## config.mk

```make
export PLATFORM = sky130hd
export DESIGN_NAME = core_pwr_seq
export DESIGN_NICKNAME = d
export VERILOG_FILES = /design/src/rtl/cpsq_pkg.sv /design/src/rtl/cpsq_wait_timer.sv /design/src/rtl/cpsq_zone_bank.sv /design/src/rtl/core_pwr_seq.sv
export SDC_FILE = /design/constraint.sdc
export NUM_CORES = 1
export LEC_CHECK = 0
export ABC_AREA = 1
export BUFFER_PORTS_ARGS = -buffer_cell sky130_fd_sc_hd__buf_2
export CORE_UTILIZATION = 54
export CTS_BUF_LIST = sky130_fd_sc_hd__clkbuf_8
export CTS_CLUSTER_DIAMETER = 30
export DETAILED_ROUTE_END_ITERATION = 8
export GPL_ROUTABILITY_DRIVEN = 0
export PLACE_DENSITY = 0.85
export REMOVE_ABC_BUFFERS = 1
export SYNTH_ARGS = -nofsm -noshare
export SYNTH_HDL_FRONTEND = slang
export SYNTH_SLANG_ARGS = --single-unit
```

## constraint.sdc

```tcl
create_clock -name clk_i -period 1.64 [get_ports clk_i]
set_input_delay 0.164 -clock clk_i [delete_from_list [all_inputs] [get_ports clk_i]]
set_output_delay 0.164 -clock clk_i [all_outputs]
set_load 0.02 [all_outputs]
```

## src/rtl/cpsq_pkg.sv

```systemverilog
package cpsq_pkg;

  typedef struct packed {
    logic manual;
    logic iso;
    logic spare;
    logic mem;
    logic rst_rel;
    logic clk_en;
  } zone_t;

  typedef enum logic [4:0] {
    ST_IDLE,
    ST_UP_ISO,
    ST_UP_MAN,
    ST_UP_SPR,
    ST_UP_MEM,
    ST_UP_WMEM,
    ST_UP_CLK,
    ST_UP_WLG,
    ST_UP_NOISO,
    ST_UP_RST,
    ST_DN_MAN,
    ST_DN_RST,
    ST_DN_CLK,
    ST_DN_ISO,
    ST_DN_MEM,
    ST_DN_WMEM,
    ST_DN_SPR,
    ST_DN_WLG,
    ST_DN_HALT,
    ST_ERR
  } state_e;

endpackage

```

## src/rtl/cpsq_wait_timer.sv

```systemverilog
module cpsq_wait_timer #(
  parameter int unsigned TMO_CYC = 50_000_000
) (
  input  logic clk_i,
  input  logic rst_ni,
  input  logic run_i,
  output logic final_o
);
  localparam int unsigned CNT_W = $clog2(TMO_CYC + 1);

  logic [CNT_W-1:0] cnt_q;
  logic             fin_q;

  always_ff @(posedge clk_i or negedge rst_ni) begin
    if (!rst_ni) begin
      cnt_q <= '0;
      fin_q <= 1'b0;
    end else if (!run_i) begin
      cnt_q <= '0;
      fin_q <= 1'b0;
    end else if (cnt_q == CNT_W'(TMO_CYC)) begin
      fin_q <= 1'b1;
    end else begin
      cnt_q <= cnt_q + 1'b1;
    end
  end

  assign final_o = fin_q;

  a_r8_cnt_bound: assert property (@(posedge clk_i) disable iff (!rst_ni)
    cnt_q <= CNT_W'(TMO_CYC));

  a_r8_final_needs_run: assert property (@(posedge clk_i) disable iff (!rst_ni)
    !run_i |=> !fin_q);

endmodule

```

## src/rtl/cpsq_zone_bank.sv

```systemverilog
module cpsq_zone_bank
  import cpsq_pkg::*;
#(
  parameter int unsigned N_CORES = 4,
  localparam int unsigned IDX_W  = $clog2(N_CORES)
) (
  input  logic               clk_i,
  input  logic               rst_ni,
  input  logic               wr_en_i,
  input  logic [IDX_W-1:0]   sel_i,
  input  zone_t              wr_word_i,
  input  logic               halt_set_i,
  input  logic               halt_clr_i,
  output zone_t              rd_word_o,
  output logic [N_CORES-1:0] clk_en_o,
  output logic [N_CORES-1:0] rst_rel_o,
  output logic [N_CORES-1:0] mem_pwr_o,
  output logic [N_CORES-1:0] iso_o,
  output logic [N_CORES-1:0] manual_o,
  output logic [N_CORES-1:0] spare_en_o,
  output logic [N_CORES-1:0] halt_o
);
  zone_t zq [N_CORES];
  logic [N_CORES-1:0] halt_q;

  for (genvar i = 0; i < N_CORES; i++) begin : g_core
    always_ff @(posedge clk_i or negedge rst_ni) begin
      if (!rst_ni) begin
        zq[i]     <= '0;
        halt_q[i] <= 1'b0;
      end else begin
        if (wr_en_i && sel_i == IDX_W'(i)) zq[i] <= wr_word_i;
        if (halt_set_i && sel_i == IDX_W'(i)) halt_q[i] <= 1'b1;
        else if (halt_clr_i && sel_i == IDX_W'(i)) halt_q[i] <= 1'b0;
      end
    end

    assign clk_en_o[i]   = zq[i].clk_en;
    assign rst_rel_o[i]  = zq[i].rst_rel;
    assign mem_pwr_o[i]  = zq[i].mem;
    assign iso_o[i]      = zq[i].iso;
    assign manual_o[i]   = zq[i].manual;
    assign spare_en_o[i] = zq[i].spare;
  end

  assign halt_o    = halt_q;
  assign rd_word_o = zq[sel_i];

endmodule

```

## src/rtl/core_pwr_seq.sv

```systemverilog
module core_pwr_seq
  import cpsq_pkg::*;
#(
  parameter int unsigned N_CORES = 4,
  parameter int unsigned TMO_CYC = 50_000_000,
  localparam int unsigned IDX_W  = $clog2(N_CORES)
) (
  input  logic               clk_i,
  input  logic               rst_ni,
  input  logic               up_req_i,
  input  logic               down_req_i,
  input  logic               halt_rel_i,
  input  logic               err_clr_i,
  input  logic [IDX_W-1:0]   core_sel_i,
  input  logic [N_CORES-1:0] unpowered_i,
  input  logic [N_CORES-1:0] mem_pwr_ok_i,
  input  logic [N_CORES-1:0] logic_pwr_ok_i,
  output logic [N_CORES-1:0] clk_en_o,
  output logic [N_CORES-1:0] rst_rel_o,
  output logic [N_CORES-1:0] mem_pwr_o,
  output logic [N_CORES-1:0] iso_o,
  output logic [N_CORES-1:0] manual_o,
  output logic [N_CORES-1:0] spare_en_o,
  output logic [N_CORES-1:0] halt_o,
  output logic               done_o,
  output logic               busy_o,
  output logic               err_o,
  output logic               reject_o
);
  state_e st_q, st_d;
  logic [IDX_W-1:0] sel_q, bank_sel;
  zone_t cur, nxt;
  logic wr_en, halt_set, halt_clr, fin_done, rej, done_q, rej_q;
  logic m_ok, lg_ok, waiting, match, tmr_final;

  assign bank_sel = (st_q == ST_IDLE) ? core_sel_i : sel_q;
  assign m_ok     = mem_pwr_ok_i[sel_q];
  assign lg_ok    = logic_pwr_ok_i[sel_q];
  assign waiting  = st_q inside {ST_UP_WMEM, ST_UP_WLG, ST_DN_WMEM, ST_DN_WLG};

  always_comb begin
    match = 1'b0;
    unique case (st_q)
      ST_UP_WMEM: match = m_ok;
      ST_UP_WLG:  match = lg_ok;
      ST_DN_WMEM: match = !m_ok;
      ST_DN_WLG:  match = !lg_ok;
      default:    match = 1'b0;
    endcase
  end

  cpsq_wait_timer #(.TMO_CYC(TMO_CYC)) u_timer (
    .clk_i   (clk_i),
    .rst_ni  (rst_ni),
    .run_i   (waiting && !match),
    .final_o (tmr_final)
  );

  cpsq_zone_bank #(.N_CORES(N_CORES)) u_bank (
    .clk_i      (clk_i),
    .rst_ni     (rst_ni),
    .wr_en_i    (wr_en),
    .sel_i      (bank_sel),
    .wr_word_i  (nxt),
    .halt_set_i (halt_set),
    .halt_clr_i (halt_clr),
    .rd_word_o  (cur),
    .clk_en_o   (clk_en_o),
    .rst_rel_o  (rst_rel_o),
    .mem_pwr_o  (mem_pwr_o),
    .iso_o      (iso_o),
    .manual_o   (manual_o),
    .spare_en_o (spare_en_o),
    .halt_o     (halt_o)
  );

  always_comb begin
    st_d     = st_q;
    nxt      = cur;
    wr_en    = 1'b0;
    halt_set = 1'b0;
    halt_clr = 1'b0;
    fin_done = 1'b0;
    rej      = 1'b0;
    unique case (st_q)
      ST_IDLE: begin
        if (up_req_i) begin
          if (unpowered_i[core_sel_i]) st_d = ST_UP_ISO;
          else fin_done = 1'b1;
        end else if (down_req_i) begin
          if (core_sel_i == '0) rej = 1'b1;
          else st_d = ST_DN_MAN;
        end else if (halt_rel_i) begin
          halt_clr = 1'b1;
        end
      end
      ST_UP_ISO: begin
        nxt = '0; nxt.iso = 1'b1; wr_en = 1'b1; st_d = ST_UP_MAN;
      end
      ST_UP_MAN:   begin nxt.manual = 1'b1; wr_en = 1'b1; st_d = ST_UP_SPR; end
      ST_UP_SPR:   begin nxt.spare  = 1'b1; wr_en = 1'b1; st_d = ST_UP_MEM; end
      ST_UP_MEM:   begin nxt.mem    = 1'b1; wr_en = 1'b1; st_d = ST_UP_WMEM; end
      ST_UP_CLK:   begin nxt.clk_en = 1'b1; wr_en = 1'b1; st_d = ST_UP_WLG; end
      ST_UP_NOISO: begin nxt.iso    = 1'b0; wr_en = 1'b1; st_d = ST_UP_RST; end
      ST_UP_RST: begin
        nxt.rst_rel = 1'b1; wr_en = 1'b1; st_d = ST_IDLE; fin_done = 1'b1;
      end
      ST_DN_MAN: begin nxt.manual  = 1'b1; wr_en = 1'b1; st_d = ST_DN_RST; end
      ST_DN_RST: begin nxt.rst_rel = 1'b0; wr_en = 1'b1; st_d = ST_DN_CLK; end
      ST_DN_CLK: begin nxt.clk_en  = 1'b0; wr_en = 1'b1; st_d = ST_DN_ISO; end
      ST_DN_ISO: begin nxt.iso     = 1'b1; wr_en = 1'b1; st_d = ST_DN_MEM; end
      ST_DN_MEM: begin nxt.mem     = 1'b0; wr_en = 1'b1; st_d = ST_DN_WMEM; end
      ST_DN_SPR: begin nxt.spare   = 1'b0; wr_en = 1'b1; st_d = ST_DN_WLG; end
      ST_DN_HALT: begin
        halt_set = 1'b1; st_d = ST_IDLE; fin_done = 1'b1;
      end
      ST_UP_WMEM: if (match) st_d = ST_UP_CLK;   else if (tmr_final) st_d = ST_ERR;
      ST_UP_WLG:  if (match) st_d = ST_UP_NOISO; else if (tmr_final) st_d = ST_ERR;
      ST_DN_WMEM: if (match) st_d = ST_DN_SPR;   else if (tmr_final) st_d = ST_ERR;
      ST_DN_WLG:  if (match) st_d = ST_DN_HALT;  else if (tmr_final) st_d = ST_ERR;
      ST_ERR:     if (err_clr_i) st_d = ST_IDLE;
      default:    st_d = ST_IDLE;
    endcase
  end

  always_ff @(posedge clk_i or negedge rst_ni) begin
    if (!rst_ni) begin
      st_q   <= ST_IDLE;
      sel_q  <= '0;
      done_q <= 1'b0;
      rej_q  <= 1'b0;
    end else begin
      st_q   <= st_d;
      done_q <= fin_done;
      rej_q  <= rej;
      if (st_q == ST_IDLE && st_d != ST_IDLE) sel_q <= core_sel_i;
    end
  end

  assign done_o   = done_q;
  assign reject_o = rej_q;
  assign err_o    = (st_q == ST_ERR);
  assign busy_o   = (st_q != ST_IDLE) && (st_q != ST_ERR);

  a_r8_err_sticky: assert property (@(posedge clk_i) disable iff (!rst_ni)
    err_o && !err_clr_i |=> err_o);

  a_r8_err_from_wait: assert property (@(posedge clk_i) disable iff (!rst_ni)
    $rose(err_o) |-> $past(waiting));

  a_r7_core0_kept: assert property (@(posedge clk_i) disable iff (!rst_ni)
    (!busy_o && !err_o && down_req_i && !up_req_i && core_sel_i == '0)
      |=> $stable({clk_en_o[0], rst_rel_o[0], mem_pwr_o[0], iso_o[0],
                   manual_o[0], spare_en_o[0], halt_o[0]}) && !busy_o && reject_o);

  for (genvar i = 0; i < N_CORES; i++) begin : g_chk
    a_r3_clk_needs_mem: assert property (@(posedge clk_i) disable iff (!rst_ni)
      $rose(clk_en_o[i]) |-> mem_pwr_o[i] && iso_o[i] && spare_en_o[i]);

    a_r4_release_after_iso: assert property (@(posedge clk_i) disable iff (!rst_ni)
      $rose(rst_rel_o[i]) |-> !iso_o[i] && clk_en_o[i]);

    a_r6_halt_when_gated: assert property (@(posedge clk_i) disable iff (!rst_ni)
      $rose(halt_o[i]) |-> !mem_pwr_o[i] && !spare_en_o[i] && !clk_en_o[i] && iso_o[i]);

    a_r13_unsel_hold: assert property (@(posedge clk_i) disable iff (!rst_ni)
      (busy_o && sel_q != IDX_W'(i))
        |=> $stable({clk_en_o[i], rst_rel_o[i], mem_pwr_o[i], iso_o[i],
                     manual_o[i], spare_en_o[i], halt_o[i]}));
  end

endmodule

```

==> results of run 1 <==
cell families after synthesis:
group	share of synthesized area, %
flops	42.7
xor+xnor	1.40
fa+ha+maj	0.667
buf+inv	6.84
compound gates	7.04
simple gates	41.3
repair_timing:
item                                    4_1_cts
hold buffers                                  1
endpoints found under the hold margin        64
buffers inserted                             47
gates resized for setup                      98
gates cloned                                  1
pin swaps                                    38
endpoints found under the setup margin       61
metrics by stage:
step | std cells | worst slack (ns)
CTS | 804 | -0.338
floorplan | 522 | -0.242
global placement | 740 | -0.332
detailed placement | 740 | -0.363
cell usage after synthesis (all sizes together):
| library cell | instances |
|---|---|
| clkbuf | 1 |
| nand3 | 35 |
| o31ai | 3 |
| nor4 | 4 |
| nand4 | 18 |
| nor3b | 1 |
| nand3b | 1 |
| o21ai | 20 |
| xor2 | 5 |
| nor2 | 81 |
| dfrtp | 64 |
| a21oi | 17 |
| inv | 55 |
| a31oi | 4 |
| xnor2 | 1 |
| nand2 | 192 |
| or2 | 1 |
| clkinv | 1 |
| buf | 4 |
| a2bb2oi | 1 |
| nor3 | 16 |
| ha | 2 |
==> results.md, run 1 <==
* Status: stopped before the end
* Exit stage: global routing
* Err: [ERROR DPL-0038] Utilization greater than 100%, impossible to legalize
* Placed cell area at 0.00475 mm²
* Num CTS Buffers at 9
* Buffers on Ports at 51
* Longest Clk Path Bufs at 2
* Synth Register Bits at 64
* Root buf cell: clkbuf_8
* Initial Utilization at 57.4%
* Distinct cells, synth at 36
* Number of H-tree levels at 3
* Yosys top cell by area: dfrtp_1
* Top post-synthesis cells by area: dfrtp_1 43%, nand2_1 18%, nor2_1 7.3%
* Yosys warning total at 0
* Die Width at 85.3 µm
* Die Span Y at 85.3 µm
* Post-Synthesis Mean Instance Area at 7.11 µm²
* Worst-path end type: register data pin
* CTS sink cnt at 64
* Site Rows at 29
* Cell count after synthesis at 527
* Hpwl dp at 7870 µm
* Largest net degree at the start of global routing at 65
* Top Ports at 52
* Post-synth top area share at 42.7%
* Sequential share of the synthesized area at 42.7%
* Post-GRT worst EP: u_bank.clk_en_o[0]$_DFFE_PN0P_/D
* Post-Syn Area at 0.00375 mm²
==> inputs of run 2 (changes only) <==
--- a/config.mk
+++ b/config.mk
@@ -7,12 +7,10 @@
 export LEC_CHECK = 0
 export ABC_AREA = 1
 export BUFFER_PORTS_ARGS = -buffer_cell sky130_fd_sc_hd__buf_2
-export CORE_UTILIZATION = 54
-export CTS_BUF_LIST = sky130_fd_sc_hd__clkbuf_8
-export CTS_CLUSTER_DIAMETER = 30
+export CORE_UTILIZATION = 40
 export DETAILED_ROUTE_END_ITERATION = 8
 export GPL_ROUTABILITY_DRIVEN = 0
-export PLACE_DENSITY = 0.85
+export PLACE_DENSITY_LB_ADDON = 0.15
 export REMOVE_ABC_BUFFERS = 1
 export SYNTH_ARGS = -nofsm -noshare
 export SYNTH_HDL_FRONTEND = slang
==> constraint.sdc (replaced) <==
create_clock -name clk_i -period 2.1 [get_ports clk_i]
set_input_delay 0.21 -clock clk_i [delete_from_list [all_inputs] [get_ports clk_i]]
set_output_delay 0.21 -clock clk_i [all_outputs]
set_load 0.02 [all_outputs]
==> results.md, run 2 <==
* Status: finished, final reports clean
* Num CTS Buffers at 9
* CP startpoint kind: register
* Core area at 0.00889 mm²
* Vias in the first global route at 3536
* Antenna fix cells at 0
* Post-synth EDFFs at 0
* Drt wl/cell at 13.6 µm
* Critical Path AT at 2.35 ns
* GRT Total Usage at 21.3%
* Fin. Hold Viols at 0
* DRC viols at 0
* Site Rows at 34
* Cell mode on critical path: nand2_2
* CTS sink cnt at 64
* DR iter-0 viols at 165
* Max cap viols at 0
* Fin crit period at 2.07 ns
* Via density at 5.09
* Critical Path Fanout Max at 8
* Worst skew pair latency at 0.35 ns
* Worst path max stage delay at 0.45 ns
* Largest regs: u_timer.cnt_q x26, st_q x5
* Worst Tran Pin Value at 0.575 ns
* Hpwl dp at 7340 µm
* Area Growth Syn to Fin at 27.1%
* CP Capture Type: register
* Critical path class: reg -> reg
* First-pass GRT wire length at 16500 µm
* Post-layout nets at 642
* Critical Path RT at 2.39 ns
* Post-Syn Area at 0.00375 mm²
* Clock Skews at 0.0132 ns
* Unrepaired setup endpoints after global routing: yes
* Hold Startpoint: down_req_i
* Final Cycle Share at 98.4%
* Die Width at 98.8 µm
* Synth Register Bits at 64
* Hold Path Depth at 3
* Setup ws final at 0.0346 ns
* Async SR Flop Fraction at 100%
* Full die area at 0.00976 mm²
* Commonest non-fill, non-tap cells in the layout: 172 x nand2_1, 68 x nor2_1, 60 x dfrtp_1
* Number of H-tree levels at 3
* Worst reg2reg setup slack at 0.03 ns
* Hold Path Class: in -> reg
* TritonCTS clock tree: done
* Lkg Pwr at 2.39 nW
* R2R depth at 13
* Root buf cell: clkbuf_8
* Overall power at 7.21 mW
* Reg2reg start: st_q[0]
* Setup TNS at 0 ns
* Yosys warning total at 0
* Die Span Y at 98.8 µm
* GRT Residual Overflow at 0
* Yosys top cell by area: dfrtp_1
* Dpl ws at -0.0658 ns
* Max Freq at 484 MHz
* Worst hold path endpoint: reject_o
* Reg clk slew, reported paths at 0.08 ns
* Final Setup Violations at 0
* Cell Pwr Density at 1510 mW/mm²
* Largest net degree at the start of global routing at 65
* Initial Utilization at 42.2%
* R2r endpoint: u_bank.clk_en_o[3]
* CP delay by family, top: simple AND/OR/NAND/NOR gates
* Post-DRT Antenna Nets at 0
* Max FFs per register at 26
* Crit path buffers/inverters at 2
* Fillers at 854
* Longest Clk Path Bufs at 2
* Post-Synthesis Mean Instance Area at 7.11 µm²
* Ratio of cells with drive above 1 in the final layout at 25.6%
* Top post-synthesis cells by area: dfrtp_1 43%, nand2_1 18%, nor2_1 7.3%
* Distinct cells, synth at 36
* Worst path slowest cell: dfrtp_2
* Sequential share of the synthesized area at 42.7%
* Initial antenna violation count at 0
* Max-slew violations at 0
* Via count at 3733
* IR drop worst, VDD at 0.531 mV
* Biggest register: u_timer.cnt_q
* Crit-path cells: inv_4, nand2_2, nor2_2, nand2_2, o21ai_4, clkinv_4, nor2_8, nand2_2, nand4_1, nand3_1, nand2_2, nand2_1, nand2_1
* Top Ports at 52
* Max transition margin at 61.4%
* Most used flip-flop cell after synthesis: dfrtp_1
* Detailed Routing Iterations Pass 1 at 5
* DRT Wirelength at 9950 µm
* Cell count after synthesis at 527
* Most frequent cell after synthesis: nand2_1
* Most common cell after layout, fill and taps aside: nand2_1
* Post-synth top area share at 42.7%
* Buffers on Ports at 51
* Top post-synthesis cells by count: 183 x nand2_1, 73 x nor2_1, 64 x dfrtp_1
[run 2: cell counts after synthesis]
Identical to the previous run, type by type.
[run 2: kinds of logic (layout without fill, tap and decap cells)]
logic type | count (synthesis) | count (layout) | synth area share [%]
simple gates | 349 | 349 | 41.3
compound gates | 45 | 45 | 7.04
buf+inv | 61 | 159 | 6.84
fa+ha+maj | 2 | 2 | 0.667
flops | 64 | 64 | 42.7
xor+xnor | 6 | 6 | 1.40
[run 2: how the worst max path moves through the flow]
| stage | startpoint | to | slack, ns | cells past startpoint |
|---|---|---|---|---|
| floorplan | st_q[4] | u_timer.cnt_q[11] | 0.22 | 10 |
| global placement | st_q[0] | u_bank.mem_pwr_o[0] | -0.05 | 13 |
| detailed placement | st_q[1] | u_bank.mem_pwr_o[3] | -0.07 | 13 |
| CTS | st_q[0] | u_bank.mem_pwr_o[3] | 0.002 | 13 |
| global route | st_q[0] | u_bank.clk_en_o[3] | -0.1 | 13 |
| finish | st_q[0] | u_bank.clk_en_o[3] | 0.03 | 13 |
[run 2: stage by stage]
step	area (µm²)	cells	hold slack, ns	util [%]
finish	4770	733	0.131	53.6
global route	4770	733	0.114	53.6
CTS	4530	715	0.114	50.9
detailed placement	4250	697	0.251	47.7
global placement	4250	697	0.250	47.7
floorplan	3710	522	-0.0856	-
[run 2: worst min-delay path, delay by kind of cell]
family                 cells  cell delay (ns)
and+or+nand+nor            2             0.12
buffers and inverters      1             0.11
[run 2: routing by layer]
layer | global-route usage [%] | up-vias | routed length (µm)
li1 | - | 1892 | -
met1 | 25.9 | 1720 | 4350
met2 | 38.1 | 99 | 5020
met3 | 4.04 | 22 | 409
met4 | 6.08 | 0 | 178
met5 | 0 | - | 0
[run 2: layout make-up]
type	count	area, µm²	area share [%]
Timing Repair Buffer	87	579	12.2
Multi-Input combinational cell	402	1970	41.3
Clock buffer	9	124	2.60
Sequential cell	64	1610	33.7
Inverter	56	231	4.86
Tap cell	108	135	2.84
Clock inverter	7	120	2.52
[run 2: repair_timing]
action                                 4_1_cts  5_1_grt
resized for setup                            2       31
setup endpoints to repair                   12       43
buffers inserted                             1       18
pin swaps                                    1       17
endpoints found under the hold margin       64        0
hold buffers                                 1        0
[run 2: report_power, final]
group | internal [mW] | leakage (nW) | switching, mW
Combinational | 1.52 | 1.42 | 2.57
Sequential | 1.52 | 0.850 | 0.297
Clock | 0.790 | 0.119 | 0.515
(Power assumes the default switching activity.)
